### src/rtl/dsi_pkg.sv
// Package: shared offsets, bit positions and the decoded-select type for the
// dual-channel serial interrupt register block.
package dsi_pkg;
    localparam int OFS_W = 12;

    localparam logic [OFS_W-1:0] OFS_ISR_ALL = 12'h390;
    localparam logic [OFS_W-1:0] OFS_ISR_A   = 12'h320;
    localparam logic [OFS_W-1:0] OFS_ISR_B   = 12'h340;
    localparam logic [OFS_W-1:0] OFS_IMR_ALL = 12'h3A0;
    localparam logic [OFS_W-1:0] OFS_IMR_A   = 12'h330;
    localparam logic [OFS_W-1:0] OFS_IMR_B   = 12'h350;
    localparam logic [OFS_W-1:0] OFS_RXD_A   = 12'h160;
    localparam logic [OFS_W-1:0] OFS_RXD_B   = 12'h260;
    localparam logic [OFS_W-1:0] OFS_TXD_A   = 12'h170;
    localparam logic [OFS_W-1:0] OFS_TXD_B   = 12'h270;
    localparam logic [OFS_W-1:0] OFS_LSR_A   = 12'h120;
    localparam logic [OFS_W-1:0] OFS_LSR_B   = 12'h220;

    // Bit positions inside one channel nibble
    localparam int NIB_TX = 0;
    localparam int NIB_RX = 1;

    typedef struct packed {
        logic isr_all;
        logic isr_a;
        logic isr_b;
        logic imr_all;
        logic imr_a;
        logic imr_b;
        logic rxd_a;
        logic rxd_b;
        logic txd_a;
        logic txd_b;
        logic lsr_a;
        logic lsr_b;
    } reg_sel_t;
endpackage

### src/rtl/dsi_decode.sv
// Module: dsi_decode
// Purpose: turns a bus address into one select flag per mapped register and
// a hit flag. Assumes ADDR_W is at least dsi_pkg::OFS_W; upper bits must be 0.
module dsi_decode
    import dsi_pkg::*;
#(
    parameter int ADDR_W = 12
) (
    input  logic [ADDR_W-1:0] addr,
    output reg_sel_t          sel,
    output logic              hit
);
    // Compare the address against every mapped offset
    always_comb begin
        sel.isr_all = (addr == ADDR_W'(OFS_ISR_ALL));
        sel.isr_a   = (addr == ADDR_W'(OFS_ISR_A));
        sel.isr_b   = (addr == ADDR_W'(OFS_ISR_B));
        sel.imr_all = (addr == ADDR_W'(OFS_IMR_ALL));
        sel.imr_a   = (addr == ADDR_W'(OFS_IMR_A));
        sel.imr_b   = (addr == ADDR_W'(OFS_IMR_B));
        sel.rxd_a   = (addr == ADDR_W'(OFS_RXD_A));
        sel.rxd_b   = (addr == ADDR_W'(OFS_RXD_B));
        sel.txd_a   = (addr == ADDR_W'(OFS_TXD_A));
        sel.txd_b   = (addr == ADDR_W'(OFS_TXD_B));
        sel.lsr_a   = (addr == ADDR_W'(OFS_LSR_A));
        sel.lsr_b   = (addr == ADDR_W'(OFS_LSR_B));
        hit         = |sel;
    end
endmodule

### src/rtl/dsi_tick_div.sv
// Module: dsi_tick_div
// Purpose: counts tick pulses and fires on every DIV-th one, then restarts.
// Assumes tick is a one-cycle pulse and DIV >= 2.
module dsi_tick_div #(
    parameter int DIV = 2
) (
    input  logic clk,
    input  logic rst_n,
    input  logic tick,
    output logic fire
);
    localparam int CW = $clog2(DIV);
    localparam logic [CW-1:0] LAST = CW'(DIV - 1);

    logic [CW-1:0] phase;

    // Fire when the tick lands on the last phase
    assign fire = tick && (phase == LAST);

    // Advance the phase on each tick, wrapping after the last one
    always_ff @(posedge clk) begin
        if (!rst_n)
            phase <= '0;
        else if (tick)
            phase <= (phase == LAST) ? '0 : phase + 1'b1;
    end

    // two firings are never in adjacent cycles
    a_r7_no_back_to_back: assert property (@(posedge clk) disable iff (!rst_n)
        fire |=> !fire);
    // an idle cycle leaves the phase alone
    a_r7_phase_hold: assert property (@(posedge clk) disable iff (!rst_n)
        !tick |=> $stable(phase));
endmodule

### src/rtl/dsi_chan.sv
// Module: dsi_chan
// Purpose: one channel's nibble of interrupt status and mask. It holds the
// transmit-ready and receive-ready bits, and requests an interrupt on a
// masked-in arrival. Assumes rx_evt, rx_rd, tx_wr and tx_fire are pulses.
module dsi_chan
    import dsi_pkg::*;
(
    input  logic       clk,
    input  logic       rst_n,
    input  logic       mask_we,
    input  logic [3:0] mask_wdata,
    input  logic       rx_evt,
    input  logic       rx_rd,
    input  logic       tx_wr,
    input  logic       tx_fire,
    output logic [3:0] stat,
    output logic [3:0] mask,
    output logic       irq_req
);
    logic rx_rdy;
    logic tx_rdy;

    // An arrival counts only if the receive mask bit is already set
    assign irq_req = rx_evt && mask[NIB_RX];

    // Status nibble as seen by the bus
    always_comb begin
        stat         = '0;
        stat[NIB_TX] = tx_rdy;
        stat[NIB_RX] = rx_rdy;
    end

    // Receive-ready: an arrival set wins over a data-read clear
    always_ff @(posedge clk) begin
        if (!rst_n)       rx_rdy <= 1'b0;
        else if (irq_req) rx_rdy <= 1'b1;
        else if (rx_rd)   rx_rdy <= 1'b0;
    end

    // Transmit-ready: a tick set wins over a data-write clear
    always_ff @(posedge clk) begin
        if (!rst_n)       tx_rdy <= 1'b0;
        else if (tx_fire) tx_rdy <= 1'b1;
        else if (tx_wr)   tx_rdy <= 1'b0;
    end

    // Mask nibble storage
    always_ff @(posedge clk) begin
        if (!rst_n)       mask <= '0;
        else if (mask_we) mask <= mask_wdata;
    end

    // a masked-in arrival sets receive-ready
    a_r4_rx_set: assert property (@(posedge clk) disable iff (!rst_n)
        (rx_evt && mask[NIB_RX]) |=> stat[NIB_RX]);
    // a masked-out arrival cannot raise receive-ready
    a_r4_rx_masked_out: assert property (@(posedge clk) disable iff (!rst_n)
        (rx_evt && !mask[NIB_RX] && !stat[NIB_RX]) |=> !stat[NIB_RX]);
    // a data read with no arrival clears receive-ready
    a_r5_rx_clear: assert property (@(posedge clk) disable iff (!rst_n)
        (rx_rd && !rx_evt) |=> !stat[NIB_RX]);
    // a data write with no tick set clears transmit-ready
    a_r6_tx_clear: assert property (@(posedge clk) disable iff (!rst_n)
        (tx_wr && !tx_fire) |=> !stat[NIB_TX]);
    // the mask changes only when written
    a_r3_mask_hold: assert property (@(posedge clk) disable iff (!rst_n)
        !mask_we |=> $stable(mask));
endmodule

### src/rtl/dual_serial_irq_regs.sv
// Module: dual_serial_irq_regs
// Purpose: register and interrupt front end for two serial channels. It
// holds the shared status and mask registers with full and per-channel views,
// data-register side effects, the transmit-ready tick and one registered irq.
// Assumes bus_rd and bus_wr are never high together, and that tick and
// rx_arrive are one-cycle pulses.
module dual_serial_irq_regs
    import dsi_pkg::*;
#(
    parameter int ADDR_W   = 12,
    parameter int TICK_DIV = 2
) (
    input  logic              clk,
    input  logic              rst_n,
    input  logic [ADDR_W-1:0] bus_addr,
    input  logic              bus_rd,
    input  logic              bus_wr,
    input  logic [7:0]        bus_wdata,
    output logic [7:0]        bus_rdata,
    input  logic [1:0]        rx_arrive,
    input  logic [1:0]        rx_avail,
    input  logic [7:0]        rx_data_a,
    input  logic [7:0]        rx_data_b,
    input  logic              tick,
    output logic [1:0]        tx_stb,
    output logic [7:0]        tx_data_a,
    output logic [7:0]        tx_data_b,
    output logic              irq
);
    localparam int NCH = 2;
    localparam int NIB = 4;

    reg_sel_t           sel;
    logic               hit;
    logic               tick_fire;
    logic               tx_fire;
    logic               set_any;
    logic [NCH-1:0]     mask_we;
    logic [NIB-1:0]     mask_wd  [NCH];
    logic [NIB-1:0]     stat_nib [NCH];
    logic [NIB-1:0]     mask_nib [NCH];
    logic [NCH-1:0]     rx_rd;
    logic [NCH-1:0]     tx_wr;
    logic [NCH-1:0]     irq_req;
    logic [7:0]         isr;
    logic [7:0]         imr;
    logic [7:0]         rd_val;

    dsi_decode #(.ADDR_W(ADDR_W)) u_decode (
        .addr (bus_addr),
        .sel  (sel),
        .hit  (hit)
    );

    dsi_tick_div #(.DIV(TICK_DIV)) u_tick (
        .clk   (clk),
        .rst_n (rst_n),
        .tick  (tick),
        .fire  (tick_fire)
    );

    // Per-channel strobes from the decoded bus operation
    always_comb begin
        rx_rd      = {bus_rd && sel.rxd_b, bus_rd && sel.rxd_a};
        tx_wr      = {bus_wr && sel.txd_b, bus_wr && sel.txd_a};
        mask_we[0] = bus_wr && (sel.imr_all || sel.imr_a);
        mask_we[1] = bus_wr && (sel.imr_all || sel.imr_b);
        mask_wd[0] = bus_wdata[3:0];
        mask_wd[1] = sel.imr_all ? bus_wdata[7:4] : bus_wdata[3:0];
    end

    // Transmit-ready fires only when either transmit mask bit is set
    assign tx_fire = tick_fire && (mask_nib[0][NIB_TX] || mask_nib[1][NIB_TX]);
    assign set_any = tx_fire || (|irq_req);

    for (genvar c = 0; c < NCH; c++) begin : g_chan
        dsi_chan u_chan (
            .clk        (clk),
            .rst_n      (rst_n),
            .mask_we    (mask_we[c]),
            .mask_wdata (mask_wd[c]),
            .rx_evt     (rx_arrive[c]),
            .rx_rd      (rx_rd[c]),
            .tx_wr      (tx_wr[c]),
            .tx_fire    (tx_fire),
            .stat       (stat_nib[c]),
            .mask       (mask_nib[c]),
            .irq_req    (irq_req[c])
        );
    end

    assign isr = {stat_nib[1], stat_nib[0]};
    assign imr = {mask_nib[1], mask_nib[0]};

    // Read multiplexer: zero for unmapped and write-only addresses
    always_comb begin
        rd_val = '0;
        if (sel.isr_all)    rd_val = isr;
        else if (sel.isr_a) rd_val = {4'h0, isr[3:0]};
        else if (sel.isr_b) rd_val = {4'h0, isr[7:4]};
        else if (sel.imr_all) rd_val = imr;
        else if (sel.imr_a) rd_val = {4'h0, imr[3:0]};
        else if (sel.imr_b) rd_val = {4'h0, imr[7:4]};
        else if (sel.rxd_a) rd_val = rx_data_a;
        else if (sel.rxd_b) rd_val = rx_data_b;
        else if (sel.lsr_a) rd_val = {5'b0, 1'b1, 1'b0, rx_avail[0]};
        else if (sel.lsr_b) rd_val = {5'b0, 1'b1, 1'b0, rx_avail[1]};
    end

    // Registered read data, held between reads
    always_ff @(posedge clk) begin
        if (!rst_n)      bus_rdata <= '0;
        else if (bus_rd) bus_rdata <= rd_val;
    end

    // Interrupt line: any set event wins over the channel A status-read clear
    always_ff @(posedge clk) begin
        if (!rst_n)                  irq <= 1'b0;
        else if (set_any)            irq <= 1'b1;
        else if (bus_rd && sel.lsr_a) irq <= 1'b0;
    end

    // Transmit outputs: one-cycle strobe, byte held until the next write
    always_ff @(posedge clk) begin
        if (!rst_n) begin
            tx_stb    <= '0;
            tx_data_a <= '0;
            tx_data_b <= '0;
        end else begin
            tx_stb <= tx_wr;
            if (tx_wr[0]) tx_data_a <= bus_wdata;
            if (tx_wr[1]) tx_data_b <= bus_wdata;
        end
    end

    // any set event raises irq on the next edge
    a_r4_irq_set: assert property (@(posedge clk) disable iff (!rst_n)
        set_any |=> irq);
    // channel A status read with no set event drops irq
    a_r8_lsr_a_clears: assert property (@(posedge clk) disable iff (!rst_n)
        (bus_rd && sel.lsr_a && !set_any) |=> !irq);
    // irq changes only through a set event or channel A status read
    a_r8_irq_hold: assert property (@(posedge clk) disable iff (!rst_n)
        (!set_any && !(bus_rd && sel.lsr_a)) |=> $stable(irq));
    // a channel A data write gives a strobe and the written byte
    a_r6_tx_a_out: assert property (@(posedge clk) disable iff (!rst_n)
        (bus_wr && sel.txd_a) |=> (tx_stb[0] && tx_data_a == $past(bus_wdata)));
    // unmapped reads return zero
    a_r9_unmapped_zero: assert property (@(posedge clk) disable iff (!rst_n)
        (bus_rd && !hit) |=> (bus_rdata == 8'h00));
    // a channel A mask view write keeps the channel B nibble
    a_r3_view_a_keeps_b: assert property (@(posedge clk) disable iff (!rst_n)
        (bus_wr && sel.imr_a) |=> (imr[7:4] == $past(imr[7:4])));
    // read data holds when no read is issued
    a_r10_rdata_hold: assert property (@(posedge clk) disable iff (!rst_n)
        !bus_rd |=> $stable(bus_rdata));
endmodule

### config.mk
export PLATFORM = sky130hd
export DESIGN_NAME = dual_serial_irq_regs
export DESIGN_NICKNAME = d
export VERILOG_FILES = /design/src/rtl/dsi_pkg.sv /design/src/rtl/dsi_decode.sv /design/src/rtl/dsi_tick_div.sv /design/src/rtl/dsi_chan.sv /design/src/rtl/dual_serial_irq_regs.sv
export SDC_FILE = /design/constraint.sdc
export NUM_CORES = 1
export LEC_CHECK = 0
export BUFFER_PORTS_ARGS = -buffer_cell sky130_fd_sc_hd__buf_2
export CAP_MARGIN = 10
export CORE_UTILIZATION = 54
export DETAILED_ROUTE_END_ITERATION = 7
export PLACE_DENSITY = 0.94
export SLEW_MARGIN = 20
export SYNTH_ARGS = -nofsm -noshare
export SYNTH_HDL_FRONTEND = slang
export SYNTH_SLANG_ARGS = --single-unit
### constraint.sdc
create_clock -name clk -period 5.6 [get_ports clk]
set_input_delay 1.12 -clock clk [delete_from_list [all_inputs] [get_ports clk]]
set_output_delay 1.12 -clock clk [all_outputs]
set_load 0.02 [all_outputs]
==> results of run 1 <==
metal layers:
layer / vias to the layer above / global-route usage (%) / routed length, µm
met5: - / 0 / 0
met4: 0 / 11.67 / 159
met3: 19 / 4.821 / 438
met2: 123 / 50.40 / 2745
met1: 1028 / 37.19 / 2398
li1: 1033 / - / -
kinds of logic (layout without fill, tap and decap cells):
family	count (synthesis)	count (layout)	share of synthesized area, %
multiplexers	17	17	8.168
flip-flops	40	40	38.44
AND/OR/NAND/NOR	109	109	28.77
XOR/XNOR	2	2	0.8410
AO/OA/AOI/OAI	60	60	20.42
buffers and inverters	17	85	3.363
flip-flops by register name (all words and copies together), names as in the netlist:
register	flops
bus_rdata	8
tx_data_b	8
g_chan.u_chan.rx_rdy	2
irq	1
g_chan.u_chan.tx_rdy	2
tx_stb	2
g_chan.u_chan.mask	8
tx_data_a	8
u_tick.phase	1
cell usage in the layout, fill, tap and decap left out, types with 2 or more instances in the layout:
| cell | n |
|---|---|
| and2_1 | 2 |
| a21o_1 | 2 |
| nor4b_1 | 2 |
| a32oi_1 | 4 |
| a22oi_1 | 6 |
| nor2_1 | 27 |
| nand4_1 | 2 |
| nor2b_1 | 5 |
| nand2b_1 | 8 |
| xnor2_1 | 2 |
| o21ai_0 | 6 |
| dfxtp_1 | 40 |
| a21oi_1 | 17 |
| nand3b_1 | 3 |
| nand2_1 | 28 |
| a211oi_1 | 2 |
| inv_1 | 3 |
| buf_4 | 2 |
| nor3_1 | 3 |
| mux2i_1 | 17 |
| and4bb_2 | 2 |
| nand3_1 | 10 |
| clkbuf_8 | 5 |
| nor4_2 | 5 |
| o211a_1 | 2 |
| or3_1 | 2 |
| a31oi_1 | 3 |
| nor4_1 | 2 |
| a311oi_1 | 5 |
| buf_2 | 71 |
| o21a_1 | 3 |
through the flow:
step / worst slack (ns) / hold WS [ns]
final: 2.752 / 0.4585
after floorplan: 2.865 / 0.4367
after detailed placement: 2.488 / 0.4488
after global placement: 2.499 / 0.4414
after CTS: 2.788 / 0.4601
after global routing: 2.654 / 0.4784
layout make-up:
| type | instances | area share (%) |
|---|---|---|
| Multi-Input combinational cell | 188 | 47.43 |
| Sequential cell | 40 | 31.01 |
| Clock inverter | 3 | 1.647 |
| Timing Repair Buffer | 73 | 14.34 |
| Inverter | 4 | 0.5814 |
| Clock buffer | 5 | 2.665 |
| Tap cell | 48 | 2.326 |
where the power goes:
part / switching (mW) / internal [mW] / leakage, nW
logic: 0.0368 / 0.0236 / 0.651
registers: 0.00110 / 0.286 / 0.323
clock network: 0.102 / 0.132 / 0.0541
worst paths after layout:
check	startpoint	to	slack [ns]	cells past startpoint
hold / removal	bus_rdata[7]	bus_rdata[7]	0.46	2
setup / recovery	bus_addr[1]	bus_rdata[3]	2.75	6
hold reg to reg	bus_rdata[7]	bus_rdata[7]	0.46	2
setup reg to reg	g_chan[1].u_chan.mask[1]	bus_rdata[1]	4.14	5
worst max-delay path: stages:
cell,delay [ns]
buf_2,0.11
or4_1,0.70
nor4_4,0.63
nor2b_1,0.23
o31a_1,0.15
a311oi_1,0.05
==> metrics.txt, run 1 <==
Netlist cell types=50; Mapped Area=0.002083 mm²; Hold Violations, Final=0; ANT cells=0; FFs w/ async S/R, synth=0%; HPWL Detailed=4.267 mm; DIE WIDTH=64.11 µm; mean routed wirelength per cell=15.90 µm; Post-CTS Repair Setup Buffers=0; clk slew on worst S/H paths=0.08 ns; height of the die=64.11 µm; fill cell count=302; total number of vias=2,203; WP data required=5.75 ns; RSZ-0062 raised after global routing=false; post-DR vias/cell=6.102; Peak VDD IR=0.0002434 V; # setup viols final=0; Layout Nets=357; hold_buf cts=0; share of layout cells above drive strength 1=30.03%; maxcap violations=0; Cell Count, Final, Fillers Out=361; Post-synth EDFFs=0; Area after DPL=0.002471 mm²; Final TNS setup=0 ns; Placeable Area=0.003689 mm²; H-tree levels=2; Worst-Margin Slew=0.8774 ns; Initial Utilization=56.48%; Tightest Hold Check Type=reg -> reg; drt total wl=5.741 mm; post-synthesis sequential area ratio=38.44%; Yosys reg bits=40; share of the synthesized area in the top cell type=38.44%; area of the multi-input gates=0.001225 mm²; status=finished clean; crit path launch type=primary input; P&R area growth vs syn=23.96%; syn_nets=290; initial antenna violation count=0; die area=0.004110 mm²; clock sink total=40; Slew Viols, Final=0; largest net degree at the start of global routing=35; Root Buffer=clkbuf_8; ys flop type=dfxtp_1; port bufs=71; dominant cells by area after synthesis=dfxtp_1 38%, mux2i_1 8.2%, nand2_1 5.0%; critical path class=in -> reg; YS warnings=0; total power draw=0.5816 mW; Util after Layout=70.01%; Overflow after GRT=0; CTS tree=yes; # rows=22; Routed Antenna Nets=0; vias in the first global route=2,047; post-synth top area cell=dfxtp_1; DRT iter0 DRCs=226; DR pass1 iterations=5; endpoint class of the critical path=flop; # IOs=72; Final Wtd Congestion=1.033; count leader, synth=dfxtp_1; Avg Synthesized Cell Area=8.503 µm²; fin crit share=50.86%; total track usage=29.60%; crit path time final=2.848 ns; first-pass GRT wire length=9.487 mm; cells after synthesis=245; LEAKAGE=1.028 nW; WP data arrival=3.00 ns; CTS max path bufs=2; Max FO, Critical Path=10; top cells by count, synth=40 x dfxtp_1, 28 x nand2_1, 27 x nor2_1; placed cells=353; worst skew pair latency=0.29 ns; Slew headroom=41.14%; Fin Clk Skew=0.006419 ns; PostCTS Resize Cnt=0; Num CTS Buffers=5; fmax=0.3511 GHz; Seq. cell area=800.8 µm²; cell area after layout=0.002582 mm²; DRC Markers=0; Power Density=225.2 mW/mm²
(Power assumes the default switching activity.)
==> inputs of run 2 (changes only) <==
--- a/config.mk
+++ b/config.mk
@@ -7,9 +7,9 @@
 export LEC_CHECK = 0
 export BUFFER_PORTS_ARGS = -buffer_cell sky130_fd_sc_hd__buf_2
 export CAP_MARGIN = 10
-export CORE_UTILIZATION = 54
+export CORE_UTILIZATION = 50
 export DETAILED_ROUTE_END_ITERATION = 7
-export PLACE_DENSITY = 0.94
+export PLACE_DENSITY = 0.89
 export SLEW_MARGIN = 20
 export SYNTH_ARGS = -nofsm -noshare
 export SYNTH_HDL_FRONTEND = slang
==> constraint.sdc (replaced) <==
create_clock -name clk -period 2.65 [get_ports clk]
set_input_delay 0.53 -clock clk [delete_from_list [all_inputs] [get_ports clk]]
set_output_delay 0.53 -clock clk [all_outputs]
set_load 0.02 [all_outputs]
==> run 2 against run 1 <==
Net effect: combinational power rose by 120%; largest power group unchanged; non-clock buffer count rose by 6; utilization fell by 4.8 points; clock power rose by 76%.
==> metrics.txt, run 2 (synthesis results as in run 1) <==
Num CTS Buffers=5; clock sink total=40; clk slew on worst S/H paths=0.08 ns; Placeable Area=0.004000 mm²; hold_buf cts=0; placed cells=361; DRC Markers=0; Overflow after GRT=0; CTS tree=yes; fmax=0.4766 GHz; Cell Count, Final, Fillers Out=369; Setup WS pre-CTS=0.2445 ns; Routed Antenna Nets=0; first-pass GRT wire length=9.114 mm; Slew headroom=62.88%; WP buf/inv=1; Top delay family on crit path=simple AND/OR/NAND/NOR gates; die area=0.004429 mm²; total track usage=27.51%; Fin Clk Skew=0.003070 ns; total number of vias=2,191; Peak VDD IR=0.0003389 V; vias in the first global route=1,929; share of layout cells above drive strength 1=31.03%; Root Buffer=clkbuf_8; port bufs=71; routed metal-1 wire length=2.407 mm; Power Density=441.3 mW/mm²; critical path's slowest cell=or4_1; metal2 WL=2.743 mm; status=finished clean; LEAKAGE=1.047 nW; Hold WS=0.4536 ns; ANT cells=0; maxcap violations=0; DR pass1 iterations=5; # rows=23; Max FO, Critical Path=7; Final TNS setup=0 ns; CTS max path bufs=2; cells along the critical path=buf_2 -> or4_1 -> nor4_2 -> a22oi_1 -> a311oi_1; # IOs=72; Tightest Hold Check Type=reg -> reg; Slew Viols, Final=0; critical path class=in -> reg; Post-CTS Repair Setup Buffers=0; DRT iter0 DRCs=233; Area after DPL=0.002519 mm²; # setup viols final=0; crit path launch type=primary input; P&R area growth vs syn=25.17%; fin crit share=79.18%; Top Metal Used=met4; initial antenna violation count=0; Worst path max stage delay=0.72 ns; WP data required=2.85 ns; PostCTS Resize Cnt=0; Worst-Margin Slew=0.5491 ns; height of the die=66.55 µm; cell area after layout=0.002608 mm²; H-tree levels=2; Layout Nets=363; Util after Layout=65.19%; PnR worst setup slack=0.5517 ns; drt total wl=5.796 mm; largest net degree at the start of global routing=16; RSZ-0062 raised after global routing=false; Final Wtd Congestion=0.9435; mean routed wirelength per cell=15.71 µm; commonest non-fill, non-tap cell in the layout=buf_2; worst skew pair latency=0.30 ns; Hold Violations, Final=0; post-DR vias/cell=5.938; total power draw=1.151 mW; WP data arrival=2.30 ns; most frequent cells in the layout=71 x buf_2, 40 x dfxtp_1, 28 x nand2_1; HPWL Detailed=4.267 mm; Initial Utilization=52.08%; endpoint class of the critical path=flop; crit path time final=2.098 ns; met3 routed WL=505 µm; DIE WIDTH=66.55 µm
[run 2: cell types whose count changed in the layout (fill, tap and decap cells not counted)]
cell / before / now
clkinv_2: 1 / 0
clkbuf_1: 0 / 1
clkinv_4: 0 / 1
buf_4: 2 / 8
bufinv_16: 1 / 0
[run 2: final timing paths]
kind,from,depth (start not counted),slack [ns],endpoint
min,bus_rdata[7],2,0.45,bus_rdata[7]
max reg2reg,g_chan[1].u_chan.mask[1],5,1.13,bus_rdata[1]
max,bus_addr[1],5,0.55,bus_rdata[3]
min reg2reg,bus_rdata[7],2,0.45,bus_rdata[7]
[run 2: cell type report]
cell class	count	area, µm²
Clock buffer	6	72.57
Clock inverter	2	16.27
Fill cell	358	1393
Inverter	4	15.01
Multi-Input combinational cell	188	1225
Sequential cell	40	800.8
Tap cell	50	62.56
Timing Repair Buffer	79	415.4
[run 2: worst reg2reg max path, stage by stage (launching register included)]
cell and delay [ns]:
dfxtp_1 0.39, or3b_2 0.48, a21oi_1 0.20, o21a_1 0.13, nor3_1 0.04, o21a_1 0.17
[run 2: power by group]
part | internal [mW] | total (mW) | leakage, nW | switching (mW)
registers | 0.605 | 0.608 | 0.323 | 0.00266
clock network | 0.187 | 0.411 | 0.0414 | 0.223
logic | 0.0527 | 0.133 | 0.682 | 0.0799
[run 2: per-layer routing]
metal | track usage, % | vias up
met3 | 5.651 | 17
met2 | 43.56 | 132
li1 | - | 1049
met4 | 14.63 | 0
met5 | 0 | -
met1 | 34.69 | 993
==> inputs of run 3 (changes only) <==
==> constraint.sdc (replaced) <==
create_clock -name clk -period 1.97 [get_ports clk]
set_input_delay 0.394 -clock clk [delete_from_list [all_inputs] [get_ports clk]]
set_output_delay 0.394 -clock clk [all_outputs]
set_load 0.02 [all_outputs]
==> run 3 against run 2 <==
Net effect: clock power rose by 61%; total power rose by 46%; sequential power rose by 34%; worst setup slack got worse by 0.36 ns; register-to-register slack got worse by 0.65 ns; critical path type unchanged; highest routed layer unchanged.
==> metrics.txt, run 3 (synthesis results as in run 1) <==
worst skew pair latency=0.29 ns; total number of vias=2,240; Final Wtd Congestion=0.9502; mean routed wirelength per cell=16.13 µm; drt total wl=6.257 mm; Post-CTS Repair Setup Buffers=0; RSZ-0062 raised after global routing=false; first-pass GRT wire length=9.742 mm; fin crit share=90.07%; post-DR vias/cell=5.773; CTS max path bufs=2; crit path time final=1.774 ns; port bufs=71; Num CTS Buffers=5; commonest non-fill, non-tap cell in the layout=buf_2; die area=0.004429 mm²; DRT iter0 DRCs=252; DRC Markers=0; # setup viols final=0; maxcap violations=0; largest net degree at the start of global routing=16; Overflow after GRT=0; WHS Path Cells=3; Setup WS pre-CTS=-0.09720 ns; critical path class=in -> reg; PostCTS Resize Cnt=0; height of the die=66.55 µm; Initial Utilization=52.08%; status=finished clean; initial antenna violation count=0; WP data arrival=1.95 ns; Placeable Area=0.004000 mm²; Fin Clk Skew=0.005438 ns; Worst-Margin Slew=0.3808 ns; WP data required=2.15 ns; fill cell count=339; LEAKAGE=1.154 nW; CTS tree=yes; vias in the first global route=2,123; Power Density=604.8 mW/mm²; Root Buffer=clkbuf_8; Routed Antenna Nets=0; Peak VDD IR=0.0004954 V; total track usage=29.70%; hold_buf cts=0; PnR worst setup slack=0.1956 ns; Slew headroom=74.43%; clk slew on worst S/H paths=0.08 ns; ANT cells=0; Max FO, Critical Path=7; DR pass1 iterations=4; P&R area growth vs syn=32.91%; fmax=0.5636 GHz; Hold Violations, Final=0; # IOs=72; crit path launch type=primary input; clock sink total=40; # rows=23; share of layout cells above drive strength 1=34.91%; Slew Viols, Final=0; most frequent cells in the layout=71 x buf_2, 40 x dfxtp_1, 28 x nand2_1; total power draw=1.675 mW; HPWL Detailed=4.822 mm; endpoint class of the critical path=flop; H-tree levels=2; Layout Nets=382; Tightest Hold Check Type=in -> reg; DIE WIDTH=66.55 µm; worst r2r path cells=5
==> run 3: layout make-up <==
type	count	area (µm²)	area share [%]
Clock inverter	2	35.03	1.265
Clock buffer	6	72.57	2.621
Sequential cell	40	800.8	28.92
Tap cell	50	62.56	2.259
Timing Repair Buffer	98	558.0	20.15
Multi-Input combinational cell	188	1225	44.24
Inverter	4	15.01	0.5422
==> run 3: path summary, 6_finish.rpt <==
| check | startpoint | endpoint | slack (ns) |
|---|---|---|---|
| min | rx_arrive[1] | g_chan[1].u_chan.rx_rdy | 0.37 |
| max reg2reg | g_chan[1].u_chan.mask[1] | bus_rdata[1] | 0.48 |
| min reg2reg | bus_rdata[6] | bus_rdata[6] | 0.47 |
| max | bus_addr[1] | bus_rdata[3] | 0.20 |
==> run 3: per-layer routing <==
layer	vias up	track usage (%)	wire length, µm
li1	1083	-	-
met1	1041	34.90	2620
met2	103	52.27	3117
met3	13	5.651	390
met4	0	11.97	127
met5	-	0	0
==> run 3: worst max-delay path: stages <==
cell and delay (ns):
buf_2 0.11, or4_1 0.52, buf_4 0.19, nor4_4 0.21
buf_4 0.19, nor2b_1 0.15, o31a_1 0.14, a311oi_1 0.05
==> run 3: per-stage QoR <==
stage          std cells  util [%]  area (µm²)  hold WS, ns  TNS, ns
2_1_floorplan        245         -        2083       0.4367        0
3_3_place_gp         380     66.53        2661       0.4376  -0.1086
3_5_place_dp         380     66.53        2661       0.4614  -0.5454
4_1_cts              388     69.22        2769       0.3671        0
5_1_grt              388     69.22        2769       0.3856        0
6_report             388     69.22        2769       0.3661        0
==> run 3: power breakdown <==
group / leakage, nW / switching (mW) / internal, mW
combinational: 0.776 / 0.112 / 0.0831
sequential: 0.323 / 0.00342 / 0.814
clock: 0.0552 / 0.286 / 0.376
total: 1.15 / 0.402 / 1.27
